$ cat config.mk
export PLATFORM = sky130hd
export DESIGN_NAME = irq_trap_sel
export DESIGN_NICKNAME = d
export VERILOG_FILES = /design/src/rtl/irq_trap_pkg.sv /design/src/rtl/irq_trap_ctrl.sv /design/src/rtl/irq_trap_dp.sv /design/src/rtl/irq_trap_sel.sv
export SDC_FILE = /design/constraint.sdc
export NUM_CORES = 1
export LEC_CHECK = 0
export ABC_AREA = 1
export BUFFER_PORTS_ARGS = -buffer_cell sky130_fd_sc_hd__buf_2
export CORE_UTILIZATION = 52
export CTS_CLUSTER_SIZE = 25
export DETAILED_ROUTE_END_ITERATION = 12
export GPL_TIMING_DRIVEN = 0
export PLACE_DENSITY = 0.87
export SLEW_MARGIN = 20
export SYNTH_ARGS = -nofsm -noshare
export SYNTH_HDL_FRONTEND = slang
export SYNTH_SLANG_ARGS = --single-unit
$ cat constraint.sdc
create_clock -name clk -period 11.2 [get_ports clk]
set_clock_uncertainty 0.2 [all_clocks]
set_input_delay 0.56 -clock clk [delete_from_list [all_inputs] [get_ports clk]]
set_output_delay 0.56 -clock clk [all_outputs]
set_load 0.1 [all_outputs]
$ cat src/rtl/irq_trap_pkg.sv
package irq_trap_pkg;

  localparam int NUM_SRC = 6;
  localparam int IDX_W   = 3;

  localparam logic [1:0] MODE_U = 2'd0;
  localparam logic [1:0] MODE_S = 2'd1;
  localparam logic [1:0] MODE_M = 2'd3;

  typedef enum logic [1:0] {
    EVT_NONE  = 2'd0,
    EVT_RESET = 2'd1,
    EVT_NMI   = 2'd2,
    EVT_IRQ   = 2'd3
  } evtKind_t;

  typedef struct packed {
    logic             takeRst;
    logic             takeNmi;
    logic             takeIrq;
    logic [IDX_W-1:0] srcIdx;
    logic             toSuper;
  } trapStrobe_t;

  // Rank 0 is served first.
  function automatic logic [IDX_W-1:0] prioSrc(input int rank);
    case (rank)
      0:       return 3'd5;
      1:       return 3'd1;
      2:       return 3'd3;
      3:       return 3'd4;
      4:       return 3'd0;
      default: return 3'd2;
    endcase
  endfunction

  function automatic logic isExtSrc(input logic [IDX_W-1:0] idx);
    return idx >= 3'd4;
  endfunction

endpackage

$ cat src/rtl/irq_trap_ctrl.sv
module irq_trap_ctrl
  import irq_trap_pkg::*;
(
  input  logic               clk,
  input  logic               rst,
  input  logic               nmiIn,
  input  logic               deferIn,
  input  logic               instrBoundary,
  input  logic [1:0]         curMode,
  input  logic               mGlobalEn,
  input  logic               sGlobalEn,
  input  logic [NUM_SRC-1:0] pendEff,
  input  logic [NUM_SRC-1:0] enEff,
  input  logic [NUM_SRC-1:0] delegEff,
  output trapStrobe_t        strobe
);

  logic rstPrev, nmiPrev;
  logic sOk, mOk, found;
  logic [NUM_SRC-1:0] eligible;
  logic [IDX_W-1:0]   pickIdx;

  always_ff @(posedge clk) begin
    if (rst) begin
      rstPrev <= 1'b1;
      nmiPrev <= 1'b0;
    end else begin
      rstPrev <= 1'b0;
      nmiPrev <= nmiIn;
    end
  end

  assign sOk = (curMode == MODE_U) || ((curMode == MODE_S) && sGlobalEn);
  assign mOk = (curMode != MODE_M) || mGlobalEn;

  for (genvar i = 0; i < NUM_SRC; i++) begin : g_src
    assign eligible[i] = pendEff[i] && enEff[i] && (delegEff[i] ? sOk : mOk);
  end

  always_comb begin
    found   = 1'b0;
    pickIdx = '0;
    for (int r = 0; r < NUM_SRC; r++) begin
      if (!found && eligible[prioSrc(r)]) begin
        found   = 1'b1;
        pickIdx = prioSrc(r);
      end
    end
  end

  always_comb begin
    strobe.takeRst = rstPrev;
    strobe.takeNmi = !rstPrev && nmiIn && !nmiPrev;
    strobe.takeIrq = !rstPrev && !strobe.takeNmi && found && instrBoundary && !deferIn;
    strobe.srcIdx  = pickIdx;
    strobe.toSuper = delegEff[pickIdx];
  end

  // an NMI edge is seen once, never on two edges in a row
  p_nmi_single_r2: assert property (@(posedge clk) disable iff (rst)
    strobe.takeNmi |=> !strobe.takeNmi);

endmodule

$ cat src/rtl/irq_trap_dp.sv
module irq_trap_dp
  import irq_trap_pkg::*;
#(
  parameter int                 XLEN       = 32,
  parameter int                 ID_W       = 8,
  parameter bit                 EXT_ID_EN  = 1'b1,
  parameter logic [XLEN-1:0]    RESET_ADDR = 'h100,
  parameter logic [XLEN-1:0]    NMI_ADDR   = 'h200,
  parameter logic [NUM_SRC-1:0] UNIMP_MASK = 6'b000100
) (
  input  logic               clk,
  input  logic               rst,
  input  trapStrobe_t        strobe,
  input  logic [NUM_SRC-1:0] irqIn,
  input  logic [NUM_SRC-1:0] enableMask,
  input  logic [NUM_SRC-1:0] delegMask,
  input  logic [ID_W-1:0]    extIdIn,
  input  logic [XLEN-1:0]    mTvec,
  input  logic [XLEN-1:0]    sTvec,
  output logic [NUM_SRC-1:0] pendEff,
  output logic [NUM_SRC-1:0] enEff,
  output logic [NUM_SRC-1:0] delegEff,
  output logic               evtValid,
  output evtKind_t           evtKind,
  output logic [XLEN-1:0]    evtPc,
  output logic [XLEN-1:0]    evtCause,
  output logic               evtToSuper
);

  localparam int CODE_W = XLEN - 1;

  logic [CODE_W-1:0] baseCode, code;
  logic [XLEN-1:0]   tvec, tgtPc;

  assign pendEff  = irqIn      & ~UNIMP_MASK;
  assign enEff    = enableMask & ~UNIMP_MASK;
  assign delegEff = delegMask  & ~UNIMP_MASK;

  assign baseCode = CODE_W'({strobe.srcIdx, 1'b1});

  if (EXT_ID_EN) begin : g_extid
    assign code = isExtSrc(strobe.srcIdx) ? CODE_W'(extIdIn) : baseCode;
  end else begin : g_noid
    assign code = baseCode;
  end

  assign tvec  = strobe.toSuper ? sTvec : mTvec;
  assign tgtPc = {tvec[XLEN-1:2], 2'b00} +
                 ((tvec[1:0] == 2'b01) ? {code[XLEN-3:0], 2'b00} : '0);

  always_ff @(posedge clk) begin
    if (rst) begin
      evtValid   <= 1'b0;
      evtKind    <= EVT_NONE;
      evtPc      <= '0;
      evtCause   <= '0;
      evtToSuper <= 1'b0;
    end else if (strobe.takeRst) begin
      evtValid   <= 1'b1;
      evtKind    <= EVT_RESET;
      evtPc      <= RESET_ADDR;
      evtCause   <= '0;
      evtToSuper <= 1'b0;
    end else if (strobe.takeNmi) begin
      evtValid   <= 1'b1;
      evtKind    <= EVT_NMI;
      evtPc      <= NMI_ADDR;
      evtCause   <= '0;
      evtToSuper <= 1'b0;
    end else if (strobe.takeIrq) begin
      evtValid   <= 1'b1;
      evtKind    <= EVT_IRQ;
      evtPc      <= tgtPc;
      evtCause   <= {1'b1, code};
      evtToSuper <= strobe.toSuper;
    end else begin
      evtValid   <= 1'b0;
      evtKind    <= EVT_NONE;
    end
  end

  // the edge after reset is sampled high leaves no event
  p_quiet_in_reset_r1: assert property (@(posedge clk)
    rst |=> !evtValid);

endmodule

$ cat src/rtl/irq_trap_sel.sv
module irq_trap_sel
  import irq_trap_pkg::*;
#(
  parameter int                 XLEN       = 32,
  parameter int                 ID_W       = 8,
  parameter bit                 EXT_ID_EN  = 1'b1,
  parameter logic [XLEN-1:0]    RESET_ADDR = 'h100,
  parameter logic [XLEN-1:0]    NMI_ADDR   = 'h200,
  parameter logic [NUM_SRC-1:0] UNIMP_MASK = 6'b000100
) (
  input  logic               clk,
  input  logic               rst,
  input  logic [NUM_SRC-1:0] irqIn,
  input  logic [NUM_SRC-1:0] enableMask,
  input  logic [NUM_SRC-1:0] delegMask,
  input  logic [1:0]         curMode,
  input  logic               mGlobalEn,
  input  logic               sGlobalEn,
  input  logic               instrBoundary,
  input  logic               deferIn,
  input  logic               nmiIn,
  input  logic [ID_W-1:0]    extIdIn,
  input  logic [XLEN-1:0]    mTvec,
  input  logic [XLEN-1:0]    sTvec,
  output logic               evtValid,
  output logic [1:0]         evtKind,
  output logic [XLEN-1:0]    evtPc,
  output logic [XLEN-1:0]    evtCause,
  output logic               evtToSuper,
  output logic [NUM_SRC-1:0] pendView,
  output logic [NUM_SRC-1:0] enableView,
  output logic [NUM_SRC-1:0] delegView
);

  trapStrobe_t strobe;
  evtKind_t    kindInt;

  irq_trap_ctrl u_ctrl (
    .clk(clk), .rst(rst), .nmiIn(nmiIn), .deferIn(deferIn),
    .instrBoundary(instrBoundary), .curMode(curMode),
    .mGlobalEn(mGlobalEn), .sGlobalEn(sGlobalEn),
    .pendEff(pendView), .enEff(enableView), .delegEff(delegView),
    .strobe(strobe)
  );

  irq_trap_dp #(
    .XLEN(XLEN), .ID_W(ID_W), .EXT_ID_EN(EXT_ID_EN),
    .RESET_ADDR(RESET_ADDR), .NMI_ADDR(NMI_ADDR), .UNIMP_MASK(UNIMP_MASK)
  ) u_dp (
    .clk(clk), .rst(rst), .strobe(strobe), .irqIn(irqIn),
    .enableMask(enableMask), .delegMask(delegMask), .extIdIn(extIdIn),
    .mTvec(mTvec), .sTvec(sTvec),
    .pendEff(pendView), .enEff(enableView), .delegEff(delegView),
    .evtValid(evtValid), .evtKind(kindInt), .evtPc(evtPc),
    .evtCause(evtCause), .evtToSuper(evtToSuper)
  );

  assign evtKind = kindInt;

  // no interrupt event follows an edge with defer high
  p_defer_holds_r3: assert property (@(posedge clk) disable iff (rst)
    deferIn |=> !(evtValid && evtKind == EVT_IRQ));

  // no interrupt event follows an edge without a boundary
  p_boundary_only_r3: assert property (@(posedge clk) disable iff (rst)
    !instrBoundary |=> !(evtValid && evtKind == EVT_IRQ));

  // interrupt causes carry the MSB flag
  p_irq_flag_r4: assert property (@(posedge clk) disable iff (rst)
    (evtValid && evtKind == EVT_IRQ) |-> evtCause[XLEN-1]);

  // an NMI event needs the NMI input high at the producing edge
  p_nmi_source_r2: assert property (@(posedge clk) disable iff (rst)
    (evtValid && evtKind == EVT_NMI) |-> $past(nmiIn));

endmodule

# After elaboration in Yosys (flattened, before gate mapping)
# Index checks and enable logic that the tools add are counted.
# Widths: inputs -> output; s select.
# totals
word_cells,82
ff_bits,70
out_inout_bits,86
# classes
n_addsub,1
reduce_logical,36
order_cmp,2
mux,30
eq_ne,3
# ops
cell,n
$mux 32,2
$add 32x32->32,1
$logic_and 1x1->1,21
$mux 10,2
$mux 1,16
$mux 3,5
$mux 9,1
$logic_not 1->1,8
$mux 8,1
$eq 2x1->1 const B,2
$lt 3x4->1 const B,1
$mux 2,2
$bmux 1 s3,1
$ge 3x3->1 const B,1
$reduce_bool 3->1,1
$reduce_or 3->1,1
$logic_not 2->1,1
$logic_or 1x1->1,2
$ne 2x2->1 const B,1
$reduce_bool 2->1,1
$reduce_or 2->1,1

# Longest topological paths before layout
# depth
depth_word,27
depth_mapped,37
ltp_nobuf,35

# Hierarchy
# Synthesis repeated with hierarchy kept, for this count alone.
# unflattened
cells_unflattened,676
area_unflattened_um2,4036.4
# modules_own_cells
module,area_each_um2,seq_area_each_um2,cells_each,n_inst
irq_trap_dp,3631.0,860.8,606,1
irq_trap_ctrl,405.4,40.0,70,1

# Worst setup path before layout
# Ideal clock, no wire load.
# synth_timing
path_type,input to register
startpoint,input curMode[0]
endpoint,register u_dp.evtPc[24]
arrival_ns,4.127
slack_ns,6.764
setup_time_ns,0.109
required_ns,10.891
path_buffers,2
path_stages,35
path_cell_list,nand2_1 -> nor2_4 -> nand2_1 -> nand2_1 -> nor2_1 -> nand3_2 -> nand2_4 -> nand2_8 -> nand2_4 -> buf_6 -> buf_4 -> nand3b_1 -> nand2_1 -> inv_1 -> a21oi_1 -> ha_1 -> inv_1 -> fa_1 -> nand3b_1 -> nand2_1 -> nand2_1 -> nand2_1 -> a21oi_1 -> nor2_1 -> o21ai_0 -> nand2_1 -> nand3_1 -> nor2_4 -> nand3_2 -> nor2_4 -> nand2_1 -> nand2_1 -> nand3_1 -> nand2_1 -> inv_1
# synth_via
elab_chain_len,24
# synth_lines
item,line,text
start: declaration,irq_trap_sel.sv:16,"input logic [1:0] curMode,"
$eq 2x1->1,irq_trap_ctrl.sv:33,assign sOk = (curMode == MODE_U) || ((curMode == MODE_S) && sGlobalEn);
$logic_and 1x1->1,irq_trap_ctrl.sv:33,
$logic_or 1x1->1,irq_trap_ctrl.sv:33,
$mux 1,irq_trap_ctrl.sv:37,assign eligible[i] = pendEff[i] && enEff[i] && (delegEff[i] ? sOk : mOk);
$logic_and 1x1->1,irq_trap_ctrl.sv:37,
$mux 1,irq_trap_ctrl.sv:44,if (!found && eligible[prioSrc(r)]) begin
$logic_not 1->1,irq_trap_ctrl.sv:44,
$logic_and 1x1->1,irq_trap_ctrl.sv:44,
(+8 left out),n/a,
$logic_and 1x1->1,irq_trap_ctrl.sv:44,
$mux 3,irq_trap_ctrl.sv:44,
$bmux 1 s3,irq_trap_ctrl.sv:56,strobe.toSuper = delegEff[pickIdx];
$mux 1 (implied by the code),irq_trap_ctrl.sv:56,
$mux 32,irq_trap_dp.sv:47,assign tvec = strobe.toSuper ? sTvec : mTvec;
$eq 2x1->1,irq_trap_dp.sv:49,"((tvec[1:0] == 2'b01) ? {code[XLEN-3:0], 2'b00} : '0);"
$mux 32,irq_trap_dp.sv:49,
$add 32x32->32,irq_trap_dp.sv:48,"assign tgtPc = {tvec[XLEN-1:2], 2'b00} +"
end signal: assignment,irq_trap_dp.sv:73,evtPc <= tgtPc;
end: declaration,irq_trap_dp.sv:25,"output logic [XLEN-1:0] evtPc,"
# Parallel ways exist; a longest one is shown, timed or not. The select of a mux whose other input is x is not followed.
# A chain may end at the register's enable or synchronous reset.

# Worst setup path after layout
# layout_timing
startpoint,input curMode[0]
endpoint,register u_dp.evtPc[30]
# The elaborated chain is that of the path after synthesis.

==> metrics.cfg <==
[outcome]
status = complete, no violations

[sta]
timing.final.crit_share = 0.4719
whs_ns = 0.2458
slew-limit-headroom = 0.6405
fmaxAchievable_ghz = 0.1892
tightest_slew_ns = 0.5392
slew_violations = 0
tns_ns = 0
setup_viol_count_final = 0
timing_hold_violations_final = 0
fin_crit_ns = 5.286
layout_setup_ws_ns = 5.914
rsz0062_at_grt = false

[cts]
cts_buffers = 5
post_cts_buffers = 0
cts.htree.levels = 2
postCtsHoldBufs = 0
cts_resized = 0
cts_buffer_depth = 2
cts_tree = done
clock-sinks = 45
clk_latency_ns = 0.30
clk_pin_slew_ns = 0.08
cts_root_buffer = clkbuf_8

[hold_path]
hp-class = input port to flop

[cells_and_area]
fillers = 729
final_nets = 994
syn_to_final_growth_pct = 26.63
final_common_cell = nand2_1
most-common-layout-cells = nand2_1 (199), buf_2 (159), nor2_1 (95), inv_1 (81), nand3_1 (55)
layout-drive-gt1-share = 0.2886
diodes = 0

[synthesis]
synthCells = 699
yosysSeqAreaShare = 0.2152
muxShareOfSynthArea = 0
postSynth.asyncResetShare = 0
avgSynthCellArea_um2 = 5.989
synth-simple-area-share = 0.4447
synth_edf_count = 0
synth_top_family_by_area = simple AND/OR/NAND/NOR gates
synthXorXnorAreaFrac = 0.02929
yosys_register_bits = 45
netlist_area_um2 = 4187
synthFlopType = dfxtp_1
synth_compound_area_frac = 0.09653
yosys.area.top_type_share = 0.2152
ys_types = 39
netlist_top_cells_area = dfxtp_1 (22%), nand2_1 (18%), nor2_1 (8.5%)
synth_fa_ha_area_frac = 0.02869
post-synth-top-area-cell = dfxtp_1
synth_warnings = 0

[power_and_ir_drop]
clkPwrFrac = 0.222
cellPowerDensity_nw_per_um2 = 107.4
p_int_mw = 0.3136
ir_drop_mv = 0.05994
swShare = 0.4491
power_frac_comb = 0.490
pwr-share-seq = 0.287
p_leak_nw = 3.074
power_switching_mw = 0.2557

[detailed_routing]
drc_errors = 0
drt-total-wl_um = 11510
first_pass_iters = 5
dr_total_vias = 4765
routedWlPerCell_um = 11.64
ant_nets = 0
first_iter_violations = 254
vias_per_cell = 4.818

[global_route]
grt_max_degree = 15
grt_antenna_before_repair = 0
grt_overflow = 0
grt.total_usage = 0.2735
grt_pass1_vias = 4160
grt_pass1_wl_um = 18820

[floorplanning]
initial_core_util = 0.5390
ios = 185
die_x_um = 91.73
core_area_um2 = 7767
dieArea_um2 = 8413
die_y_um = 91.73
rows = 32

[placement]
io_buffers = 153
dp_hpwl_um = 9458
dp_slack_ns = 5.693
place_congestion = 0.9942

[worst_setup_path]
cp_top_family = simple AND/OR/NAND/NOR gates
timing.critical_path.buf_inv = 6
crit_type = input port to flop
cp.arrival_ns = 5.29
cp-start-kind = input port
cp.required_ns = 11.20
crit_fanout = 10
cpPeakStageDelay_ns = 0.41
crit_path_end_kind = flop
critical_path.most_common_cell = nand2_1
crit_path_top_delay_cell = fa_1

[flow_run]
maxCapViolations = 0

## metal layers
metal / global-route usage / up-vias / wire length [µm] / part of all wire
li1: - / 2490 / - / -
met1: 0.3574 / 2052 / 5054 / 0.44
met2: 0.4774 / 206 / 5367 / 0.47
met3: 0.02819 / 17 / 921 / 0.080
met4: 0.07552 / 0 / 170 / 0.015
met5: 0 / - / 0 / 0
## cell families after synthesis
logic type,Yosys count
fa+ha+maj,9
flops,45
simple gates,405
xor+xnor,14
buf+inv,151
compound gates,74
other cells,1
## stage by stage
| step | power (mW) | cell area (µm²) | utilization | std cells |
|---|---|---|---|---|
| 2_1_floorplan | 0.3867 | 4288 | - | 726 |
| 3_3_place_gp | 0.4414 | 5181 | 0.6670 | 981 |
| 3_5_place_dp | 0.4441 | 5181 | 0.6670 | 981 |
| 4_1_cts | 0.5680 | 5301 | 0.6825 | 989 |
| 5_1_grt | 0.5999 | 5301 | 0.6825 | 989 |
| 6_report | 0.5692 | 5301 | 0.6825 | 989 |
## layout make-up
type                       count  area [µm²]  area share
clock inverter                 2       37.54    0.007080
inverter                      85       319.1     0.06018
sequential                    45       900.9      0.1699
buffer                        66       454.2     0.08567
multi-input combinational    530        2614      0.4930
tap                          102       127.6     0.02407
timing repair buffer         153       765.7      0.1444
clock buffer                   6       82.58     0.01558
## cells in the mapped netlist (9+ instances only)
cell type  instances
nand2_1          199
a21oi_1           27
clkbuf_1          10
nor2_1            95
nand3_1           55
xor2_1             9
buf_4             46
nand2_2            9
o21ai_0           32
dfxtp_1           45
inv_1             81
nand3b_1          16
## worst reg2reg max path, delay by kind of cell (launching register included)
family                 cells  cell delay [ns]
AOI/OAI and AO/OA          1             0.14
buffers and inverters      4             1.06
DFF                        1             0.33
and+or+nand+nor            3             0.38
## sequential cells by signal, indices dropped and copies added (netlist names)
signal           flops
u_dp.evtValid        1
u_dp.evtCause        9
u_dp.evtPc          30
u_ctrl.nmiPrev       1
u_dp.evtToSuper      1
u_ctrl.rstPrev       1
u_dp.evtKind         2
## final timing paths
check / endpoint / from / slack [ns] / depth (start not counted)
hold / removal: u_ctrl.rstPrev / rst / 0.25 / 1
setup reg to reg: u_dp.evtCause[5] / u_ctrl.rstPrev / 8.97 / 8
hold reg to reg: u_dp.evtPc[8] / u_dp.evtPc[8] / 0.29 / 2
setup / recovery: u_dp.evtPc[30] / curMode[0] / 5.91 / 32
## power groups by stage
stage	clock, mW	sequential (mW)	combinational (mW)
global route	0.133	0.164	0.303
finish	0.126	0.164	0.279
CTS	0.127	0.164	0.278
detailed placement	0	0.167	0.277
global placement	0	0.167	0.274
floorplan	0	0.184	0.203
(Power assumes the default switching activity.)
